--- config.mk ---
export PLATFORM = sky130hd
export DESIGN_NAME = fspi_slave
export DESIGN_NICKNAME = d
export VERILOG_FILES = /design/src/rtl/fspi_pkg.sv /design/src/rtl/fspi_sampler.sv /design/src/rtl/fspi_ctrl.sv /design/src/rtl/fspi_datapath.sv /design/src/rtl/fspi_slave.sv
export SDC_FILE = /design/constraint.sdc
export NUM_CORES = 1
export LEC_CHECK = 0
export CELL_PAD_IN_SITES_DETAIL_PLACEMENT = 1
export CELL_PAD_IN_SITES_GLOBAL_PLACEMENT = 1
export CORE_MARGIN = 2
export CORE_UTILIZATION = 50
export CTS_BUF_LIST = sky130_fd_sc_hd__clkbuf_4 sky130_fd_sc_hd__clkbuf_8
export DETAILED_ROUTE_END_ITERATION = 10
export GPL_TIMING_DRIVEN = 0
export PLACE_DENSITY_LB_ADDON = 0.1
export REMOVE_ABC_BUFFERS = 1
export SLEW_MARGIN = 10
export SYNTH_ARGS = -nofsm -noshare
export SYNTH_HDL_FRONTEND = slang
export SYNTH_SLANG_ARGS = --single-unit
--- constraint.sdc ---
create_clock -name clk -period 4.8 [get_ports clk]
set_input_delay 0.72 -clock clk [delete_from_list [all_inputs] [get_ports clk]]
set_output_delay 0.72 -clock clk [all_outputs]
set_load 0.03 [all_outputs]
--- src/rtl/fspi_pkg.sv ---
package fspi_pkg;

  typedef enum logic [1:0] {
    ST_IDLE,
    ST_SHIFT,
    ST_HOLD
  } fspiState_t;

  typedef struct packed {
    logic start;
    logic sampleBit;
    logic shiftOut;
    logic wordDone;
  } fspiStrobe_t;

endpackage

--- src/rtl/fspi_sampler.sv ---
module fspi_sampler #(
  parameter int WIDTH = 3,
  parameter logic [WIDTH-1:0] RST_VAL = '0
) (
  input  logic             clk,
  input  logic             rstN,
  input  logic [WIDTH-1:0] rawIn,
  output logic [WIDTH-1:0] level,
  output logic [WIDTH-1:0] rise,
  output logic [WIDTH-1:0] fall
);

  logic             sampleTick;
  logic             tickDly;
  logic [WIDTH-1:0] syncA;
  logic [WIDTH-1:0] syncB;
  logic [WIDTH-1:0] prevB;

  // Sample clock enable at half the system rate.
  always_ff @(posedge clk or negedge rstN) begin
    if (!rstN) begin
      sampleTick <= 1'b0;
      tickDly    <= 1'b0;
    end else begin
      sampleTick <= ~sampleTick;
      tickDly    <= sampleTick;
    end
  end

  always_ff @(posedge clk or negedge rstN) begin
    if (!rstN) begin
      syncA <= RST_VAL;
      syncB <= RST_VAL;
      prevB <= RST_VAL;
    end else if (sampleTick) begin
      syncA <= rawIn;
      syncB <= syncA;
      prevB <= syncB;
    end
  end

  assign level = syncB;

  for (genvar i = 0; i < WIDTH; i++) begin : g_edge
    assign rise[i] = tickDly & syncB[i] & ~prevB[i];
    assign fall[i] = tickDly & ~syncB[i] & prevB[i];
  end

endmodule

--- src/rtl/fspi_ctrl.sv ---
module fspi_ctrl
  import fspi_pkg::*;
#(
  parameter int WORD_W = 16
) (
  input  logic        clk,
  input  logic        rstN,
  input  logic        csFall,
  input  logic        csRise,
  input  logic        sckLead,
  input  logic        sckTrail,
  input  logic        phaseDelay,
  input  logic        cfgOk,
  output fspiStrobe_t strobe,
  output logic        busy,
  output logic        frameErr
);

  localparam int CNT_W = (WORD_W > 2) ? $clog2(WORD_W) : 1;
  localparam logic [CNT_W-1:0] LAST_BIT = CNT_W'(WORD_W - 1);

  fspiState_t state, stateNxt;
  logic [CNT_W-1:0] bitCnt;
  logic firstDrive;
  logic sampleEdge;
  logic driveEdge;

  assign sampleEdge = phaseDelay ? sckTrail : sckLead;
  assign driveEdge  = phaseDelay ? sckLead  : sckTrail;

  always_comb begin
    strobe   = '0;
    stateNxt = state;
    case (state)
      ST_IDLE: begin
        if (csFall && cfgOk) begin
          strobe.start = 1'b1;
          stateNxt     = ST_SHIFT;
        end
      end
      ST_SHIFT: begin
        if (csRise) begin
          stateNxt = ST_IDLE;
        end else if (sampleEdge) begin
          strobe.sampleBit = 1'b1;
          if (bitCnt == LAST_BIT) begin
            strobe.wordDone = 1'b1;
            stateNxt        = ST_HOLD;
          end
        end else if (driveEdge && !(phaseDelay && firstDrive)) begin
          strobe.shiftOut = 1'b1;
        end
      end
      ST_HOLD: begin
        if (csRise) stateNxt = ST_IDLE;
      end
      default: stateNxt = ST_IDLE;
    endcase
  end

  always_ff @(posedge clk or negedge rstN) begin
    if (!rstN) begin
      state      <= ST_IDLE;
      bitCnt     <= '0;
      firstDrive <= 1'b0;
      frameErr   <= 1'b0;
    end else begin
      state    <= stateNxt;
      frameErr <= (state == ST_SHIFT) && csRise;
      if (strobe.start) begin
        bitCnt     <= '0;
        firstDrive <= 1'b1;
      end else begin
        if (strobe.sampleBit) bitCnt <= bitCnt + 1'b1;
        if (state == ST_SHIFT && driveEdge) firstDrive <= 1'b0;
      end
    end
  end

  assign busy = (state != ST_IDLE);

endmodule

--- src/rtl/fspi_datapath.sv ---
module fspi_datapath
  import fspi_pkg::*;
#(
  parameter int WORD_W = 16
) (
  input  logic              clk,
  input  logic              rstN,
  input  fspiStrobe_t       strobe,
  input  logic              mosiBit,
  input  logic              txLoad,
  input  logic [WORD_W-1:0] txWord,
  output logic              txReady,
  output logic              misoBit,
  output logic [WORD_W-1:0] rxWord,
  output logic              rxValid,
  output logic              underflow
);

  logic [WORD_W-1:0] holdReg;
  logic              holdFull;
  logic [WORD_W-1:0] txShift;
  logic [WORD_W-1:0] rxShift;
  logic [WORD_W-1:0] rxNext;

  assign rxNext = {rxShift[WORD_W-2:0], mosiBit};

  always_ff @(posedge clk or negedge rstN) begin
    if (!rstN) begin
      holdReg  <= '0;
      holdFull <= 1'b0;
    end else begin
      if (txLoad) begin
        holdReg  <= txWord;
        holdFull <= 1'b1;
      end else if (strobe.start) begin
        holdFull <= 1'b0;
      end
    end
  end

  always_ff @(posedge clk or negedge rstN) begin
    if (!rstN) begin
      txShift   <= '0;
      underflow <= 1'b0;
    end else begin
      underflow <= strobe.start && !holdFull;
      if (strobe.start) txShift <= holdFull ? holdReg : '0;
      else if (strobe.shiftOut) txShift <= {txShift[WORD_W-2:0], 1'b0};
    end
  end

  always_ff @(posedge clk or negedge rstN) begin
    if (!rstN) begin
      rxShift <= '0;
      rxWord  <= '0;
      rxValid <= 1'b0;
    end else begin
      rxValid <= strobe.wordDone;
      if (strobe.sampleBit) rxShift <= rxNext;
      if (strobe.wordDone) rxWord <= rxNext;
    end
  end

  assign txReady = !holdFull;
  assign misoBit = txShift[WORD_W-1];

endmodule

--- src/rtl/fspi_slave.sv ---
module fspi_slave
  import fspi_pkg::*;
#(
  parameter int WORD_W = 16
) (
  input  logic              clk,
  input  logic              rstN,
  input  logic              sckIn,
  input  logic              csN,
  input  logic              mosiIn,
  output logic              misoOut,
  output logic              misoOe,
  input  logic              clkPol,
  input  logic              phaseDelay,
  input  logic [1:0]        delaySel,
  input  logic [WORD_W-1:0] txWord,
  input  logic              txLoad,
  output logic              txReady,
  output logic [WORD_W-1:0] rxWord,
  output logic              rxValid,
  output logic              underflow,
  output logic              frameErr,
  output logic              cfgReject
);

  localparam int IDX_MOSI = 0;
  localparam int IDX_SCK  = 1;
  localparam int IDX_CS   = 2;

  logic [2:0]  rawIn;
  logic [2:0]  lvl;
  logic [2:0]  riseEv;
  logic [2:0]  fallEv;
  logic        cfgOk;
  logic        busy;
  fspiStrobe_t strobe;

  assign rawIn = {csN, sckIn ^ clkPol, mosiIn};
  assign cfgOk = (delaySel == 2'b00);
  assign cfgReject = !cfgOk;

  fspi_sampler #(.WIDTH(3), .RST_VAL(3'b100)) u_sampler (
    .clk   (clk),
    .rstN  (rstN),
    .rawIn (rawIn),
    .level (lvl),
    .rise  (riseEv),
    .fall  (fallEv)
  );

  fspi_ctrl #(.WORD_W(WORD_W)) u_ctrl (
    .clk        (clk),
    .rstN       (rstN),
    .csFall     (fallEv[IDX_CS]),
    .csRise     (riseEv[IDX_CS]),
    .sckLead    (riseEv[IDX_SCK]),
    .sckTrail   (fallEv[IDX_SCK]),
    .phaseDelay (phaseDelay),
    .cfgOk      (cfgOk),
    .strobe     (strobe),
    .busy       (busy),
    .frameErr   (frameErr)
  );

  fspi_datapath #(.WORD_W(WORD_W)) u_dp (
    .clk       (clk),
    .rstN      (rstN),
    .strobe    (strobe),
    .mosiBit   (lvl[IDX_MOSI]),
    .txLoad    (txLoad),
    .txWord    (txWord),
    .txReady   (txReady),
    .misoBit   (misoOut),
    .rxWord    (rxWord),
    .rxValid   (rxValid),
    .underflow (underflow)
  );

  assign misoOe = busy;

endmodule

Word level (Yosys, flattened, before mapping)
Cells that the tools add are included.

storage, ports and cells
  logic and storage cells = 81
  flip-flop bits (word level) = 85
  bits of input ports = 26
  output and inout port bits = 23

cells by class
  $add $sub $neg = 1
  bitwise logic cells = 14
  reduce and logical (&&, ||, !) cells = 17
  muxes and demuxes = 26
  eq/ne operators = 7

operator list
  cell                 count
  $mux 16              3
  $mux 1               13
  $mux 2               5
  $reduce_bool 2->1    5
  $and 1x1->1          8
  $mux 4               2
  $logic_and 1x1->1    6
  $mux 3               2
  $ne 3x1->1 const B   2
  $pmux 2 s3           1
  $not 1->1            5
  $add 4x1->4 const B  1
  $eq 4x4->1 const B   1
  $logic_not 2->1      2
  $ne 2x1->1 const B   2
  $reduce_and 4->1     1
  $logic_not 1->1      3
  $eq 2x1->1 const B   1
  $eq 2x2->1 const B   1
  $xor 1x1->1          1

Longest topological paths before layout
  word-level depth = 11
  depth in mapped cells = 5
  depth with buffers taken out = 4

Cells and area by module
A second synthesis with hierarchy kept.

second synthesis, totals
  cells, all modules = 242
  area, all modules = 3,698.5 sq um

by module, submodules not included
  module         area each (sq um)  times used  cells each  seq. area each (sq um)
  fspi_datapath  2,746.4            1           163         1,651.6
  fspi_sampler   481.7              1           28          279.0
  fspi_ctrl      451.7              1           48          200.2
  fspi_slave     18.8               1           3           0.0

Worst setup path before layout
OpenSTA, ideal clock, no wires.

  path kind = input port to flip-flop
  start = input port delaySel[1]
  end = register u_dp.txShift[10]
  arrival = 1,855 ps
  path slack = 2,826 ps
  path buffers = 1
  data required time = 4,682 ps
  setup time = 118 ps
  stages = 5
  cell sequence = or2_1 nor3_2 nor2_4 buf_6 a21o_1

between the ends
  cells in the longest elaborated chain, start to end = 5
  elaborated cells on any way between the ends = 6
  those cells by class = mux (3); reduce/logical (3)

ends and longest elaborated chain
  element                                       RTL line             source
  start, declared                               fspi_slave.sv:15     input logic [1:0] delaySel,
  $logic_not 2->1 *                             fspi_slave.sv:39     assign cfgOk = (delaySel == 2'b00);
  $logic_and 1x1->1 *                           fspi_ctrl.sv:36      if (csFall && cfgOk) begin
  $mux 1 *                                      fspi_ctrl.sv:36
  $mux 1 *                                      fspi_ctrl.sv:34      case (state)
  $mux 16 or $reduce_bool 2->1 (tied branches)  --
  end signal, assigned                          fspi_datapath.sv:47  if (strobe.start) txShift <= holdFull ? holdReg : '0;
  end signal, assigned                          fspi_datapath.sv:48  else if (strobe.shiftOut) txShift <= {txShift[WORD_W-2:0], 1'b0};
  end, declared                                 fspi_datapath.sv:21  logic [WORD_W-1:0] txShift;

Mark *: on every way between the ends. The rest lies on a longest branch, timed or not.
A chain may end at the register's enable or synchronous reset.

Final worst setup path
  start = input port phaseDelay
  end = register u_dp.rxWord[3]

between the ends
  cells in the longest elaborated chain, start to end = 4

ends and longest elaborated chain
  element               RTL line             source
  start, declared       fspi_slave.sv:14     input logic phaseDelay,
  $mux 1                fspi_ctrl.sv:28      assign sampleEdge = phaseDelay ? sckTrail : sckLead;
  $mux 1                fspi_ctrl.sv:44      end else if (sampleEdge) begin
  $mux 3                fspi_ctrl.sv:42      if (csRise) begin
  $mux 3                fspi_ctrl.sv:34
  end signal, assigned  fspi_datapath.sv:60  if (strobe.wordDone) rxWord <= rxNext;
  end, declared         fspi_datapath.sv:14  output logic [WORD_W-1:0] rxWord,

Every way passes these cells.

==> flow_summary.json <==
{
  "dr.pass1.iters": 4,
  "yosysMostFrequentCell": "dfrtp_1",
  "fmax_mhz": 329,
  "synth_common_cells": "dfrtp_1, mux2_1, mux2_2",
  "via_per_inst": 5.58,
  "cts-resized-gates": 0,
  "synth-simple-area-share_pct": 6.42,
  "clk_path_buf_depth": 2,
  "root_buffer": "clkbuf_8",
  "start_util_pct": 51.1,
  "critPathKind": "in2reg",
  "grt_start_max_net_pins": 47,
  "slew_violations": 0,
  "n_fill_cell": 658,
  "powerDensity_mw_per_mm2": 376,
  "layout.nets": 309,
  "postSynthRegisterBits": 84,
  "power_frac_comb_pct": 9.1,
  "swShare_pct": 22.5,
  "max-vdd-ir-drop_mv": 0.228,
  "n_antenna_cell": 0,
  "row_count": 30,
  "place_congestion": 0.703,
  "clkSlewWorstSetupHoldPaths_ns": 0.08,
  "finalWirelength_mm": 6.25,
  "timing.final.crit_share_pct": 63.4,
  "ys_warn_count": 0,
  "dieArea_mm2": 0.00750,
  "netlist_instances": 232,
  "p_int_w": 0.00122,
  "async_flop_share_pct": 100,
  "cp.arrival_ns": 3.27,
  "whs_ns": 0.333,
  "area_growth_syn_to_layout_pct": 23.0,
  "grtUsageTotal_pct": 18.1,
  "worst_slew_pin_slew_ns": 1.17,
  "grt-ovfl-total": 0,
  "num_vias": 2048,
  "grt_pass1_vias": 2062,
  "muxShareOfSynthArea_pct": 17.8,
  "synth_edf_count": 0,
  "die_y_um": 86.6,
  "io_pins": 49,
  "netlist.area_leader.share_pct": 59.4,
  "ant_nets": 0,
  "dp_hpwl_mm": 4.16,
  "hp-class": "in2async",
  "worstSetupStartpointType": "primary input",
  "fin_skew_ns": 0.0103,
  "grt_setup_unrepaired": "no",
  "tns_ns": 0,
  "first_iter_violations": 74,
  "antenna_found_initial": 0,
  "synthAdderAreaFrac_pct": 0.367,
  "die_w_um": 86.6,
  "synth.area.top_cells": "dfrtp_1, mux2_1, mux2_2",
  "cts_tree": "built",
  "synth_seq_area_share_pct": 61.7,
  "r2r_start": "u_sampler.prevB[2]$_DFFE_PN1P_",
  "synth-main-ff-cell": "dfrtp_1",
  "core_area_mm2": 0.00668,
  "switchingPower_w": 0.000356,
  "cap_violations": 0,
  "critical_path_required_ns": 5.03,
  "critPathCaptureType": "flop",
  "ys_types": 39,
  "timing.final.crit_period_ns": 3.04,
  "wl_per_cell_um": 17.0,
  "synth_top_family_by_area": "multiplexers",
  "finalSetupViolCount": 0,
  "synth_compound_area_share_pct": 11.0,
  "drive_gt1_share_pct": 19.9,
  "clock_sinks": 84,
  "synth_xor_area_share_pct": 0.257,
  "p_leak_nw": 2.00,
  "avgSynthCellArea_um2": 14.7,
  "slew_headroom_pct": 21.7,
  "power_frac_clock_pct": 38.3,
  "crit_fanout": 22,
  "grt_pass1_wl_mm": 10.5,
  "status": "completed",
  "synth.cell_area_mm2": 0.00341,
  "portBuffers": 48,
  "htree_levels": 3,
  "postCtsHoldBufs": 0,
  "cts_buffers": 9,
  "seqPwrFrac_pct": 52.6,
  "multi_input_area_mm2": 0.00122,
  "hold_viol": 0,
  "yosysTopAreaCell": "dfrtp_1",
  "drc": 0,
  "clock_latency_ns": 0.35,
  "startpoint": "phaseDelay",
  "register_area_mm2": 0.00211,
  "cts_setup_buffers": 0
}
[power by group through the flow]
stage	Sequential, W	Clock [W]	Combinational (W)
2_1_floorplan	0.000836	0	0.0000799
3_3_place_gp	0.000841	0	0.000137
3_5_place_dp	0.000844	0	0.000147
4_1_cts	0.000831	0.000619	0.000149
5_1_grt	0.000842	0.000648	0.000159
6_report	0.000831	0.000604	0.000144
[routing by layer]
| layer | vias up | wire (µm) | global-route usage, % |
|---|---|---|---|
| li1 | 946 | - | - |
| met1 | 1057 | 2840 | 24.3 |
| met2 | 37 | 3100 | 28.8 |
| met3 | 8 | 235 | 5.62 |
| met4 | 0 | 76 | 5.11 |
| met5 | - | 0 | 0 |
[logic make-up after synthesis]
group | after synthesis
mux | 54
flops | 84
fa+ha+maj | 1
xor+xnor | 1
compound gates | 47
simple gates | 29
buf+inv | 16
[final timing paths]
| kind | end | slack [ns] | cells after the start |
|---|---|---|---|
| worst max-delay path | u_dp.rxWord[3]$_DFFE_PN0P_ | 1.76 | 5 |
| max in group asynchronous | u_dp.holdFull$_DFFE_PN0P_ | 3.87 | 2 |
| worst min-delay path | u_dp.rxWord[8]$_DFFE_PN0P_ | 0.33 | 1 |
| worst min register to register | u_dp.txShift[15]$_DFFE_PN0P_ | 0.48 | 1 |
| min in group clk | u_dp.txShift[15]$_DFFE_PN0P_ | 0.48 | 1 |
| worst max register to register | u_dp.rxWord[3]$_DFFE_PN0P_ | 2.21 | 4 |
[stage by stage]
stage	worst slack (ns)	instance area (µm²)	util, %	power [W]	cells
floorplan	2.43	3350	-	0.000916	222
global placement	-0.0628	3930	58.9	0.000978	350
detailed placement	1.35	3960	59.2	0.000991	351
CTS	1.71	4200	62.8	0.00160	367
global route	1.57	4200	62.8	0.00165	367
finish	1.76	4200	62.8	0.00158	367
[state kept, by name, indices dropped and copies added, names as in the netlist, 2 cells and up]
name	count
u_ctrl.bitCnt	4
u_ctrl.state	2
u_dp.holdReg	16
u_dp.rxShift	15
u_dp.rxWord	16
u_dp.txShift	16
u_sampler.level	3
u_sampler.prevB	2
u_sampler.syncA	3
[critical path: stages]
cell             delay [ns]
clkdlybuf4s50_1        0.57
and3b_2                0.24
o2111ai_2              0.62
nor2_4                 0.72
mux2_1                 0.38
[cell usage in the layout, fill, tap and decap left out, drive strengths merged, types with 2 or more instances in the layout]
cell and n:
o21ai 5, mux2 54, clkinv 2, or3 3, or2 2, dfstp 3
a21o 16, o211ai 2, nor2b 2, nand3 3, a32o 2, clkbuf 11
a21oi 5, nand2 3, buf 2, clkdlybuf4s50 47, dfrtp 81, nor2 5
inv 6, nand3b 2, nand4bb 2, bufinv 3, a22o 14
[cell type report]
cell class / instances / area share (%)
well taps: 80 / 2.39
clock inverters: 5 / 2.39
repair buffers: 49 / 12.0
clock buffers: 11 / 3.31
multi-input cells: 132 / 29.2
inverters: 6 / 0.537
flip-flops and latches: 84 / 50.2
No activity file was read; power rests on OpenSTA's default activity.
